`src/rtl/irq_arbiter.sv`:
```
module irq_arbiter #(
  parameter int NSRC     = 8,
  parameter int VEC_W    = 8,
  parameter int VEC_BASE = 32
) (
  input  logic             clk,
  input  logic             rst_n,
  input  logic [NSRC-1:0]  set_req,
  input  logic             wr_en,
  input  logic [1:0]       wr_sel,
  input  logic [NSRC-1:0]  wr_data,
  input  logic             instr_end,
  output logic             accept,
  output logic [VEC_W-1:0] accept_vec,
  output logic [NSRC-1:0]  flag_q,
  output logic [NSRC-1:0]  en_q,
  output logic             mask_q
);
  localparam int IW = (NSRC > 1) ? $clog2(NSRC) : 1;
  localparam logic [1:0] SEL_EN = 2'b00, SEL_FLG = 2'b01, SEL_MSK = 2'b10;

  logic [NSRC-1:0] en_sh, clr_pend;
  logic            en_pend, mask_sh, mask_pend;

  wire wr_en_reg  = wr_en && (wr_sel == SEL_EN);
  wire wr_flg_reg = wr_en && (wr_sel == SEL_FLG);
  wire wr_msk_reg = wr_en && (wr_sel == SEL_MSK);

  wire [NSRC-1:0] clr_now = wr_flg_reg ? ~wr_data : '0;
  wire [NSRC-1:0] clr_acc = (clr_pend | clr_now) & ~set_req;

  wire [NSRC-1:0] en_next   = wr_en_reg ? wr_data : (en_pend ? en_sh : en_q);
  wire            mask_next = wr_msk_reg ? wr_data[0] : (mask_pend ? mask_sh : mask_q);

  wire [NSRC-1:0] elig = mask_q ? '0 : (flag_q & en_q);
  wire            any_elig = |elig;

  logic [IW-1:0] win;
  always_comb begin
    win = '0;
    for (int i = NSRC - 1; i >= 0; i--)
      if (elig[i]) win = IW'(i);
  end

  always_ff @(posedge clk or negedge rst_n) begin
    if (!rst_n) begin
      flag_q     <= '0;
      en_q       <= '0;
      mask_q     <= 1'b1;
      en_sh      <= '0;
      en_pend    <= 1'b0;
      mask_sh    <= 1'b1;
      mask_pend  <= 1'b0;
      clr_pend   <= '0;
      accept     <= 1'b0;
      accept_vec <= '0;
    end else if (instr_end) begin
      accept    <= any_elig;
      if (any_elig) accept_vec <= VEC_W'(VEC_BASE) + VEC_W'(win);
      flag_q    <= (flag_q & ~clr_acc) | set_req;
      en_q      <= en_next;
      mask_q    <= any_elig ? 1'b1 : mask_next;
      en_pend   <= 1'b0;
      mask_pend <= 1'b0;
      clr_pend  <= '0;
    end else begin
      accept   <= 1'b0;
      flag_q   <= flag_q | set_req;
      clr_pend <= clr_acc;
      if (wr_en_reg) begin
        en_sh   <= wr_data;
        en_pend <= 1'b1;
      end
      if (wr_msk_reg) begin
        mask_sh   <= wr_data[0];
        mask_pend <= 1'b1;
      end
    end
  end
endmodule

```
`config.mk`:
```
export PLATFORM = sky130hd
export DESIGN_NAME = irq_arbiter
export DESIGN_NICKNAME = d
export VERILOG_FILES = /design/src/rtl/irq_arbiter.sv
export SDC_FILE = /design/constraint.sdc
export NUM_CORES = 1
export LEC_CHECK = 0
export ABC_CLOCK_PERIOD_IN_PS = 2300
export BUFFER_PORTS_ARGS = -buffer_cell sky130_fd_sc_hd__clkbuf_2
export CORE_ASPECT_RATIO = 1.5
export CORE_MARGIN = 1.5
export CORE_UTILIZATION = 52
export CTS_CLUSTER_SIZE = 12
export DETAILED_ROUTE_END_ITERATION = 8
export GPL_TIMING_DRIVEN = 0
export PLACE_DENSITY_LB_ADDON = 0.12
export SYNTH_ARGS = -nofsm -noshare
export SYNTH_HDL_FRONTEND = slang
export SYNTH_SLANG_ARGS = --single-unit
```
`constraint.sdc`:
```
create_clock -name clk -period 2.3 [get_ports clk]
set_clock_uncertainty 0.2 [all_clocks]
set_input_delay 0.575 -clock clk [delete_from_list [all_inputs] [get_ports clk]]
set_output_delay 0.575 -clock clk [all_outputs]
set_load 0.005 [all_outputs]
```
# Yosys cells after proc, flatten, opt, wreduce, memory -nomap -nowiden
# Index checks and enable logic that the tools add are counted.
[word_totals]
ff_bits = 45
in_bits = 22
output_inout_bits = 26
elab_cells = 59
[classes]
addsub = 1
n_eq_ne = 2
mux = 22
n_bitwise = 10
n_reduce_logical = 14
[op_table]
columns = ["operator", "count"]
rows = [
  ["2-to-1 mux 8 bit", 6],
  ["bitwise AND 8 bit", 3],
  ["2-to-1 mux 3 bit", 8],
  ["inverter 8 bit", 3],
  ["OR 8 bit", 3],
  ["AND reduction 2 bit", 5],
  ["2-to-1 mux 1 bit", 8],
  ["OR reduction 8 bit", 1],
  ["adder 6 x 3 -> 7 bit (first input constant)", 1],
  ["nonzero test 2 bit", 3],
  ["logical AND 1 bit", 3],
  ["nonzero test 3 bit", 1],
  ["equality test 2 x 1 -> 1 bit (second input constant)", 1],
  ["equality test 2 bit (second input constant)", 1],
  ["zero test 2 bit", 1],
  ["inverter 1 bit", 1],
]

# Longest topological paths before layout
# Gate-level depths: netlist of the first run.
[logic_depth]
word_depth = 11
depth_mapped = 5
depth_no_buf = 4

# Least setup slack after synthesis of the first run
# OpenSTA, ideal clock, no wires.
[synth_path]
path_kind = "input port to flip-flop"
startpoint = "input wr_sel[0]"
endpoint = "register en_sh[0]"
setup_time_ns = 0.125
arrival_ns = 1.568
required_ns = 1.975
path_slack_ns = 0.407
path_stages = 4
path_buffers = 1
path_cell_list = "or3b_1 -> buf_6 -> nor2_8 -> mux2_2"
[synth_between]
elab_chain_len = 3
[synth_lines]
columns = ["element", "line_no", "rtl"]
rows = [
  ["start: declaration", "10", "input logic [1:0] wr_sel,"],
  ["zero test 2 bit", "25", "wire wr_en_reg = wr_en && (wr_sel == SEL_EN);"],
  ["logical AND 1 bit", "25", ""],
  ["AND reduction 2 bit (no line)", "--", ""],
  ["end signal: assignment", "71", "en_sh <= wr_data;"],
  ["end: declaration", "22", "logic [NSRC-1:0] en_sh, clr_pend;"],
]
# Every way passes these cells.
# A chain may end at the register's enable or synchronous reset.

# Final worst setup path of the first run
[layout_path]
startpoint = "input wr_sel[0]"
endpoint = "register en_sh[1]"
# Same word-level chain as after synthesis.

==> results.sh, run 1 <==
export IMPL_status="finished clean"
export IMPL_clk_latency_ns=0.29
export IMPL_final_max_slew_viol_count=0
export IMPL_synth_area_top_cells="dfrtp_1 (53%), mux2_2 (6.2%), nor2_1 (5.8%)"
export IMPL_rsz0062_at_grt="false"
export IMPL_fp_dieW_um=51.4
export IMPL_synth_flop_cell="dfrtp_1"
export IMPL_end_kind="flip-flop"
export IMPL_fmax_mhz=551
export IMPL_rrSetupSlack_ns=0.58
export IMPL_n_antenna_cell=0
export IMPL_path_cells="clkbuf_2 > or3b_1 > buf_6 > nor2_8 > mux2_2"
export IMPL_final_core_util_pct=64.4
export IMPL_power_total_uw=1810
export IMPL_synthesis_area_sq_mm=0.00183
export IMPL_cts_resized=0
export IMPL_area_growth_pct=19.4
export IMPL_finalSetupViolCount=0
export IMPL_rr_worst_depth=4
export IMPL_numCtsBuffers=5
export IMPL_peakVddDrop_mv=0.567
export IMPL_worstMarginPinSlew_ns=1.00
export IMPL_cts_tree="yes"
export IMPL_reg2reg_from="mask_q"
export IMPL_startpoint_type="input port"
export IMPL_gr_total_overflow=0
export IMPL_hpwl_um=3080
export IMPL_slowest_delay_ns=0.39
export IMPL_clock_path_buffers=2
export IMPL_final_min_clock_period_ns=1.81
export IMPL_min_period_over_period_pct=78.9
export IMPL_yosys_register_bits=41
export IMPL_synth_cell_types=35
export IMPL_routed_via_count=1526
export IMPL_power_leakage_uw=0.00101
export IMPL_synth_edf_count=0
export IMPL_core_area_sq_mm=0.00338
export IMPL_ys_seq_area_share_pct=56.3
export IMPL_io_buffers=42
export IMPL_dieArea_sq_mm=0.00388
export IMPL_grt_max_degree=42
export IMPL_worst_path_max_fanout=10
export IMPL_required_ns=2.28
export IMPL_gp_congestion=0.855
export IMPL_clkTransAtPathRegs_ns=0.07
export IMPL_cts_root_buf="clkbuf_8"
export IMPL_track_usage_pct=24.2
export IMPL_rows=26
export IMPL_hold_class="in -> async"
export IMPL_crit_path_top_delay_cell="or3b_1"
export IMPL_die_h_um=75.6
export IMPL_maxCapViolCount=0
export IMPL_power_density_mw_per_mm2=830
export IMPL_final_nets=246
export IMPL_cts_sinks=41
export IMPL_ys_top_cells_by_count="dfrtp_1 (39), nor2_1 (28), a21oi_1 (14)"
export IMPL_ctsHoldBuffers=0
export IMPL_cp_data_arrival_time_ns=1.79
export IMPL_max_slew_margin_pct=33.1
export IMPL_dr_first_iter_drc_count=46
export IMPL_tns_ns=0
export IMPL_start_util_pct=54.0
export IMPL_post_place_ws_ns=0.188
export IMPL_grt_pass1_vias=1485
export IMPL_yosysMostFrequentCell="dfrtp_1"
export IMPL_avgViaCountPerCell=5.72
export IMPL_io_pins=48
export IMPL_drt_wl_total_um=4290
export IMPL_critPathCapture="en_sh[1]"
export IMPL_setup_slack_ns=0.486
export IMPL_yosysTopAreaCell="dfrtp_1"
export IMPL_yosys_warnings=0
export IMPL_antenna_found_initial=0
export IMPL_netlist_instances=172
export IMPL_cts_max_level=2
export IMPL_ys_async_sr_fraction_pct=100
export IMPL_cts_setup_buffers=0
export IMPL_antenna_left=0
export IMPL_hold_violations=0
export IMPL_wire_per_inst_um=16.1
export IMPL_r2r_end="accept_vec[5]"
export IMPL_crit_start="wr_sel[0]"
export IMPL_grt_pass1_wl_um=6840
export IMPL_drc=0
export IMPL_path_class="in -> reg"
export IMPL_layout_drive_gt1_share_pct=31.6
export IMPL_syn_mean_instance_area_sq_um=10.6
export IMPL_drt_first_pass_iters=4
export IMPL_yosys_area_top_type_share_pct=53.5
export IMPL_fillers=297
==> where the power goes <==
| part | leakage, uW | internal, uW | switching, uW |
|---|---|---|---|
| clock | 0.0000395 | 215 | 228 |
| sequential | 0.000476 | 844 | 83.6 |
| combinational | 0.000491 | 202 | 235 |
| total | 0.00101 | 1260 | 547 |
==> cell families after synthesis <==
family / Yosys count / synth area share [%]
and+or+nand+nor: 56 / 14.9
other: 1 / 0.205
muxes: 10 / 6.17
AOI/OAI and AO/OA: 52 / 18.6
buffers and inverters: 12 / 3.77
DFF: 41 / 56.3
==> worst max-delay path: cells and delay by family <==
| family | cells | cell delay (ns) |
|---|---|---|
| buf+inv | 2 | 0.27 |
| simple gates | 2 | 0.57 |
| mux | 1 | 0.36 |
==> routing by layer <==
metal | track usage, % | share of wire (%)
met4 | 12.6 | 1.5
met3 | 4.90 | 4.3
met5 | 0 | 0
met2 | 41.9 | 53
met1 | 28.4 | 41
==> flip-flops by register name, summed over array words and instances (netlist names) <==
signal      count
mask_q          1
flag_q          8
accept          1
clr_pend        8
en_sh           8
accept_vec      4
mask_pend       1
mask_sh         1
en_q            8
en_pend         1
==> per-stage QoR <==
stage | area (sq um) | instances | hold slack (ns)
global placement | 2100 | 259 | 0.251
floorplan | 1840 | 175 | 0.0794
global route | 2180 | 267 | 0.239
CTS | 2180 | 267 | 0.243
finish | 2180 | 267 | 0.246
detailed placement | 2100 | 259 | 0.273
==> cell type report <==
class | instances | area (sq um) | area share (%)
Timing Repair Buffer | 42 | 210 | 9.64
Sequential cell | 41 | 1030 | 47.2
Buffer | 10 | 61.3 | 2.81
Clock buffer | 8 | 80.1 | 3.67
Tap cell | 42 | 52.6 | 2.41
Multi-Input combinational cell | 122 | 739 | 33.9
Inverter | 2 | 7.51 | 0.344
==> placed cells by master, fill, tap and decap left out, types with 2 or more instances in the layout <==
master,count
dfrtp_1,39
clkbuf_8,5
o22ai_1,9
nor2_1,28
a21oi_1,14
nor3_1,8
dfstp_2,2
nand2_1,10
clkbuf_2,42
inv_1,2
a21o_1,8
o21ai_0,10
a31oi_1,2
conb_1,4
buf_4,4
a41oi_1,2
mux2_2,10
clkbuf_1,6
nand4_1,2
==> worst min path at each step <==
stage,slack (ns),from,endpoint
floorplan,0.08,rst_n,accept
detailed placement,0.27,accept_vec[5],accept_vec[5]
finish,0.25,rst_n,accept
CTS,0.24,set_req[2],clr_pend[2]
global route,0.24,set_req[3],clr_pend[3]
global placement,0.25,accept_vec[5],accept_vec[5]
Note: power is estimated with default switching activity, not from simulation.
==> run 2: changes to the inputs <==
- ABC_CLOCK_PERIOD_IN_PS: 2300 -> 1500
- CORE_UTILIZATION: 52 -> 47
- clock period: 2.3 -> 1.5 ns (I/O delays scaled with it)
==> run 2 against run 1 <==
The flow now finishes with violations (negative setup slack). Count of clock-buffer cells in the layout decreased by 3. Clock power increased by 58%. Largest cell class unchanged. Worst hold slack got worse by 0.21 ns. Routed wire length increased by 15%. Sequential cell count unchanged. Worst setup slack got worse by 0.65 ns. Critical endpoint is now accept_vec[0]. First-iteration DRC count increased by 37%. Critical path type is now reg -> reg. Combinational power increased by 110%. Utilization increased by 3.8 points.
==> results.sh, run 2 (synthesis gave the netlist of run 1 again) <==
export IMPL_switching_power_uw=946
export IMPL_area_growth_pct=37.7
export IMPL_clkTransAtPathRegs_ns=0.08
export IMPL_gr_total_overflow=0
export IMPL_io_pins=48
export IMPL_max_slew_margin_pct=33.5
export IMPL_clk_latency_ns=0.29
export IMPL_cts_sinks=41
export IMPL_cts_max_level=2
export IMPL_gp_congestion=0.793
export IMPL_power_leakage_uw=0.00119
export IMPL_status="complete, but fails checks"
export IMPL_post_place_ws_ns=-0.402
export IMPL_power_density_mw_per_mm2=1220
export IMPL_n_antenna_cell=0
export IMPL_sw_frac_of_total_pct=31.0
export IMPL_required_ns=1.48
export IMPL_track_usage_pct=25.3
export IMPL_wire_per_inst_um=16.7
export IMPL_end_kind="flip-flop"
export IMPL_die_h_um=79.3
export IMPL_cts_tree="yes"
export IMPL_grt_pass1_vias=1664
export IMPL_final_core_util_pct=68.3
export IMPL_cp_data_arrival_time_ns=1.64
export IMPL_worst_path_max_fanout=4
export IMPL_finalSetupViolCount=19
export IMPL_antenna_left=0
export IMPL_rsz0062_at_grt="true"
export IMPL_dr_first_iter_drc_count=63
export IMPL_final_nets=273
export IMPL_core_area_sq_mm=0.00368
export IMPL_grt_max_degree=42
export IMPL_final_min_clock_period_ns=1.66
export IMPL_cts_root_buf="clkbuf_8"
export IMPL_setup_slack_ns=-0.163
export IMPL_drt_wl_total_um=4920
export IMPL_fmax_mhz=601
export IMPL_fp_dieW_um=53.9
export IMPL_path_class="reg -> reg"
export IMPL_grt_pass1_wl_um=7800
export IMPL_fillers=308
export IMPL_p_seq_share_pct=46.6
export IMPL_pwr_share_comb_pct=30.4
export IMPL_rows=27
export IMPL_antenna_found_initial=0
export IMPL_final_max_slew_viol_count=0
export IMPL_violations="negative setup slack"
export IMPL_drt_first_pass_iters=4
export IMPL_layout_drive_gt1_share_pct=42.9
export IMPL_hold_violations=0
export IMPL_clockPowerShare_pct=23.0
export IMPL_start_util_pct=49.6
export IMPL_hpwl_um=3080
export IMPL_drc=0
export IMPL_numCtsBuffers=5
export IMPL_final_cell_mix="clkbuf_2 (39), dfrtp_1 (39), nor2_1 (28), buf_4 (20), buf_6 (16)"
export IMPL_worstMarginPinSlew_ns=0.997
export IMPL_dieArea_sq_mm=0.00427
export IMPL_routed_via_count=1678
export IMPL_maxCapViolCount=0
export IMPL_io_buffers=42
export IMPL_min_period_over_period_pct=111
export IMPL_intPower_uw=2110
export IMPL_ctsHoldBuffers=0
export IMPL_startpoint_type="flip-flop"
export IMPL_clock_path_buffers=2
export IMPL_hold_class="in -> async"
export IMPL_peakVddDrop_mv=0.977
export IMPL_avgViaCountPerCell=5.69
[run 2: cell count changes in the layout (fill, tap and decap cells not counted), sizes merged]
| cell | before | now |
|---|---|---|
| buf | 7 | 38 |
| clkbuf | 53 | 46 |
| clkinvlp | 0 | 1 |
| clkinv | 0 | 2 |
[run 2: path summary, 6_finish.rpt]
kind	from	cells past startpoint	slack, ns	end
setup reg to reg	flag_q[3]	3	-0.16	accept_vec[0]
max in group asynchronous	rst_n	1	0.46	clr_pend[1]
hold reg to reg	accept_vec[5]	1	0.29	accept_vec[5]
setup / recovery	flag_q[3]	3	-0.16	accept_vec[0]
min in group clk	set_req[7]	2	0.04	clr_pend[7]
hold / removal	rst_n	1	0.03	flag_q[0]
[run 2: per-layer routing]
layer	vias to the layer above	global-route usage (%)	part of all wire, %
met3	13	5.45	5.8
met5	-	0	0
met2	78	40.5	53
met1	821	32.0	39
li1	766	-	-
met4	0	11.3	2.5
[run 2: through the flow]
step | TNS (ns) | instances | hold slack (ns) | total power, uW | area (sq um)
floorplan | -1.72 | 175 | -0.121 | 1820 | 1840
global placement | -6.60 | 260 | 0.266 | 2070 | 2110
detailed placement | -7.76 | 260 | 0.283 | 2110 | 2110
CTS | -1.10 | 287 | 0.0399 | 2990 | 2410
global route | -1.45 | 295 | 0.0466 | 3210 | 2510
finish | -0.935 | 295 | 0.0347 | 3060 | 2510
[run 2: cell type report]
| type | instances | area [sq um] | area share [%] |
|---|---|---|---|
| Sequential cell | 41 | 1030 | 40.9 |
| Buffer | 10 | 63.8 | 2.54 |
| Inverter | 2 | 7.51 | 0.299 |
| Clock buffer | 5 | 68.8 | 2.74 |
| Tap cell | 43 | 53.8 | 2.14 |
| Multi-Input combinational cell | 122 | 795 | 31.6 |
| Clock inverter | 3 | 17.5 | 0.697 |
| Timing Repair Buffer | 69 | 479 | 19.1 |
[run 2: power groups by stage]
stage / sequential (uW) / clock (uW) / combinational, uW
after floorplan: 1430 / 0 / 389
after global placement: 1430 / 0 / 642
after detailed placement: 1450 / 0 / 667
after CTS: 1420 / 719 / 855
after global routing: 1450 / 761 / 1000
final: 1420 / 703 / 929
[run 2: repair_timing]
item	4_1_cts	5_1_grt
buffers inserted	19	9
pin swaps	6	5
setup endpoints to repair	13	44
gates resized for setup	21	15
[run 2: worst max-delay path, stage by stage (launching register included)]
cell and delay [ns]:
dfrtp_1 0.42, a22o_1 0.25, o311a_4 0.41, mux2_2 0.27
==> run 3: changes to the inputs <==
- CORE_MARGIN: 1.5 -> 3
- SKIP_CTS_REPAIR_TIMING: default -> 1
==> run 3 against run 2 <==
The run still ends with negative setup slack left. Sequential power barely moved. Combinational power decreased by 5.4%. Worst setup slack improved by 0.0036 ns. Critical path type unchanged. Highest routed layer unchanged.
==> results.sh, run 3 (synthesis gave the netlist of run 1 again) <==
export IMPL_min_period_over_period_pct=111
export IMPL_worst_path_max_fanout=4
export IMPL_tns_ns=-1.23
export IMPL_peakVddDrop_mv=0.849
export IMPL_cts_tree="yes"
export IMPL_finalSetupViolCount=16
export IMPL_layout_drive_gt1_share_pct=41.8
export IMPL_fmax_mhz=603
export IMPL_end_kind="flip-flop"
export IMPL_core_area_sq_mm=0.00372
export IMPL_clock_path_buffers=2
export IMPL_wire_per_inst_um=17.0
export IMPL_setup_slack_ns=-0.159
export IMPL_fp_dieW_um=56.9
export IMPL_drt_wl_total_um=4870
export IMPL_hold_class="in -> async"
export IMPL_final_cell_mix="clkbuf_2 (40), dfrtp_1 (39), nor2_1 (28), buf_4 (20), a21oi_1 (13)"
export IMPL_routed_via_count=1622
export IMPL_area_growth_pct=34.1
export IMPL_power_total_uw=3100
export IMPL_slowest_delay_ns=0.45
export IMPL_r2r_end="accept_vec[0]"
export IMPL_antenna_found_initial=0
export IMPL_avgViaCountPerCell=5.65
export IMPL_mostFrequentLayoutCell="clkbuf_2"
export IMPL_power_leakage_uw=0.00115
export IMPL_worstMarginPinSlew_ns=0.985
export IMPL_n_antenna_cell=0
export IMPL_path_class="reg -> reg"
export IMPL_start_util_pct=49.1
export IMPL_p_seq_share_pct=46.3
export IMPL_cp_data_arrival_time_ns=1.63
export IMPL_clk_latency_ns=0.29
export IMPL_crit_start="flag_q[5]"
export IMPL_cts_root_buf="clkbuf_8"
export IMPL_violations="negative setup slack"
export IMPL_gr_total_overflow=0
export IMPL_track_usage_pct=19.9
export IMPL_die_h_um=82.3
export IMPL_crit_path_top_delay_cell="dfrtp_1"
export IMPL_rows=27
export IMPL_grt_max_degree=42
export IMPL_hpwl_um=3330
export IMPL_path_buf_inv=0
export IMPL_gp_congestion=0.790
export IMPL_final_nets=265
export IMPL_rsz0062_at_grt="true"
export IMPL_max_slew_margin_pct=34.3
export IMPL_final_core_util_pct=65.9
export IMPL_numCtsBuffers=5
export IMPL_cts_max_level=2
export IMPL_rr_worst_depth=4
export IMPL_worst_path_stages=4
export IMPL_path_cells="nand2_2 > nand4_1 > o311a_4 > mux2_2"
export IMPL_fillers=318
export IMPL_startpoint_type="flip-flop"
export IMPL_critical_path_top_delay_family="flip-flops"
export IMPL_final_max_slew_viol_count=0
export IMPL_rrSetupSlack_ns=-0.16
export IMPL_post_place_ws_ns=-0.409
export IMPL_dieArea_sq_mm=0.00468
export IMPL_dr_first_iter_drc_count=88
export IMPL_pwr_share_comb_pct=28.4
export IMPL_maxCapViolCount=0
export IMPL_required_ns=1.47
export IMPL_power_density_mw_per_mm2=1270
export IMPL_grt_pass1_vias=1458
export IMPL_status="complete, but fails checks"
export IMPL_drc=0
export IMPL_cts_sinks=41
export IMPL_clkTransAtPathRegs_ns=0.08
export IMPL_reg2reg_from="flag_q[5]"
export IMPL_antenna_left=0
export IMPL_drt_first_pass_iters=4
export IMPL_switching_power_uw=928
export IMPL_io_pins=48
export IMPL_hold_violations=0
export IMPL_io_buffers=42
export IMPL_intPower_uw=2170
export IMPL_critPathCapture="accept_vec[0]"
export IMPL_clockPowerShare_pct=25.3
export IMPL_sw_frac_of_total_pct=29.9
export IMPL_final_min_clock_period_ns=1.66
export IMPL_grt_pass1_wl_um=7040
==> run 3: final cells by class <==
cell class | instances | area (sq um) | area share [%]
tap | 43 | 53.8 | 2.20
inverter | 2 | 7.51 | 0.307
clock buffer | 7 | 96.3 | 3.94
timing repair buffer | 61 | 389 | 15.9
multi-input combinational | 122 | 803 | 32.8
buffer | 10 | 63.8 | 2.61
sequential | 41 | 1030 | 42.0
clock inverter | 1 | 5.00 | 0.204
==> run 3: how the worst min path moves through the flow <==
stage / depth (start not counted) / start / slack [ns] / end
2_1_floorplan: 0 / rst_n / -0.12 / accept
3_3_place_gp: 1 / accept_vec[5] / 0.27 / accept_vec[5]
3_5_place_dp: 1 / accept_vec[5] / 0.30 / accept_vec[5]
4_1_cts: 2 / set_req[2] / 0.04 / clr_pend[2]
5_1_grt: 2 / set_req[1] / 0.05 / clr_pend[1]
6_report: 1 / rst_n / 0.04 / accept_vec[5]
==> run 3: metrics by stage <==
step / area [sq um] / hold slack [ns] / cells
after floorplan: 1840 / -0.121 / 175
after global placement: 2110 / 0.267 / 260
after detailed placement: 2110 / 0.295 / 260
after CTS: 2210 / 0.0446 / 268
after global routing: 2450 / 0.0516 / 287
final: 2450 / 0.0410 / 287
==> run 3: power by group through the flow <==
stage          registers, uW  logic (uW)  clock network (uW)
2_1_floorplan           1430         389                   0
3_3_place_gp            1430         638                   0
3_5_place_dp            1450         669                   0
4_1_cts                 1420         673                 797
5_1_grt                 1450         951                 845
6_report                1440         879                 785
==> run 3: metal layers <==
| metal | global-route usage [%] | vias up | part of all wire [%] |
|---|---|---|---|
| li1 | - | 749 | - |
| met1 | 24.7 | 782 | 40 |
| met3 | 3.27 | 13 | 5.6 |
| met5 | 0 | - | 0 |
| met2 | 33.9 | 78 | 52 |
| met4 | 8.82 | 0 | 2.5 |
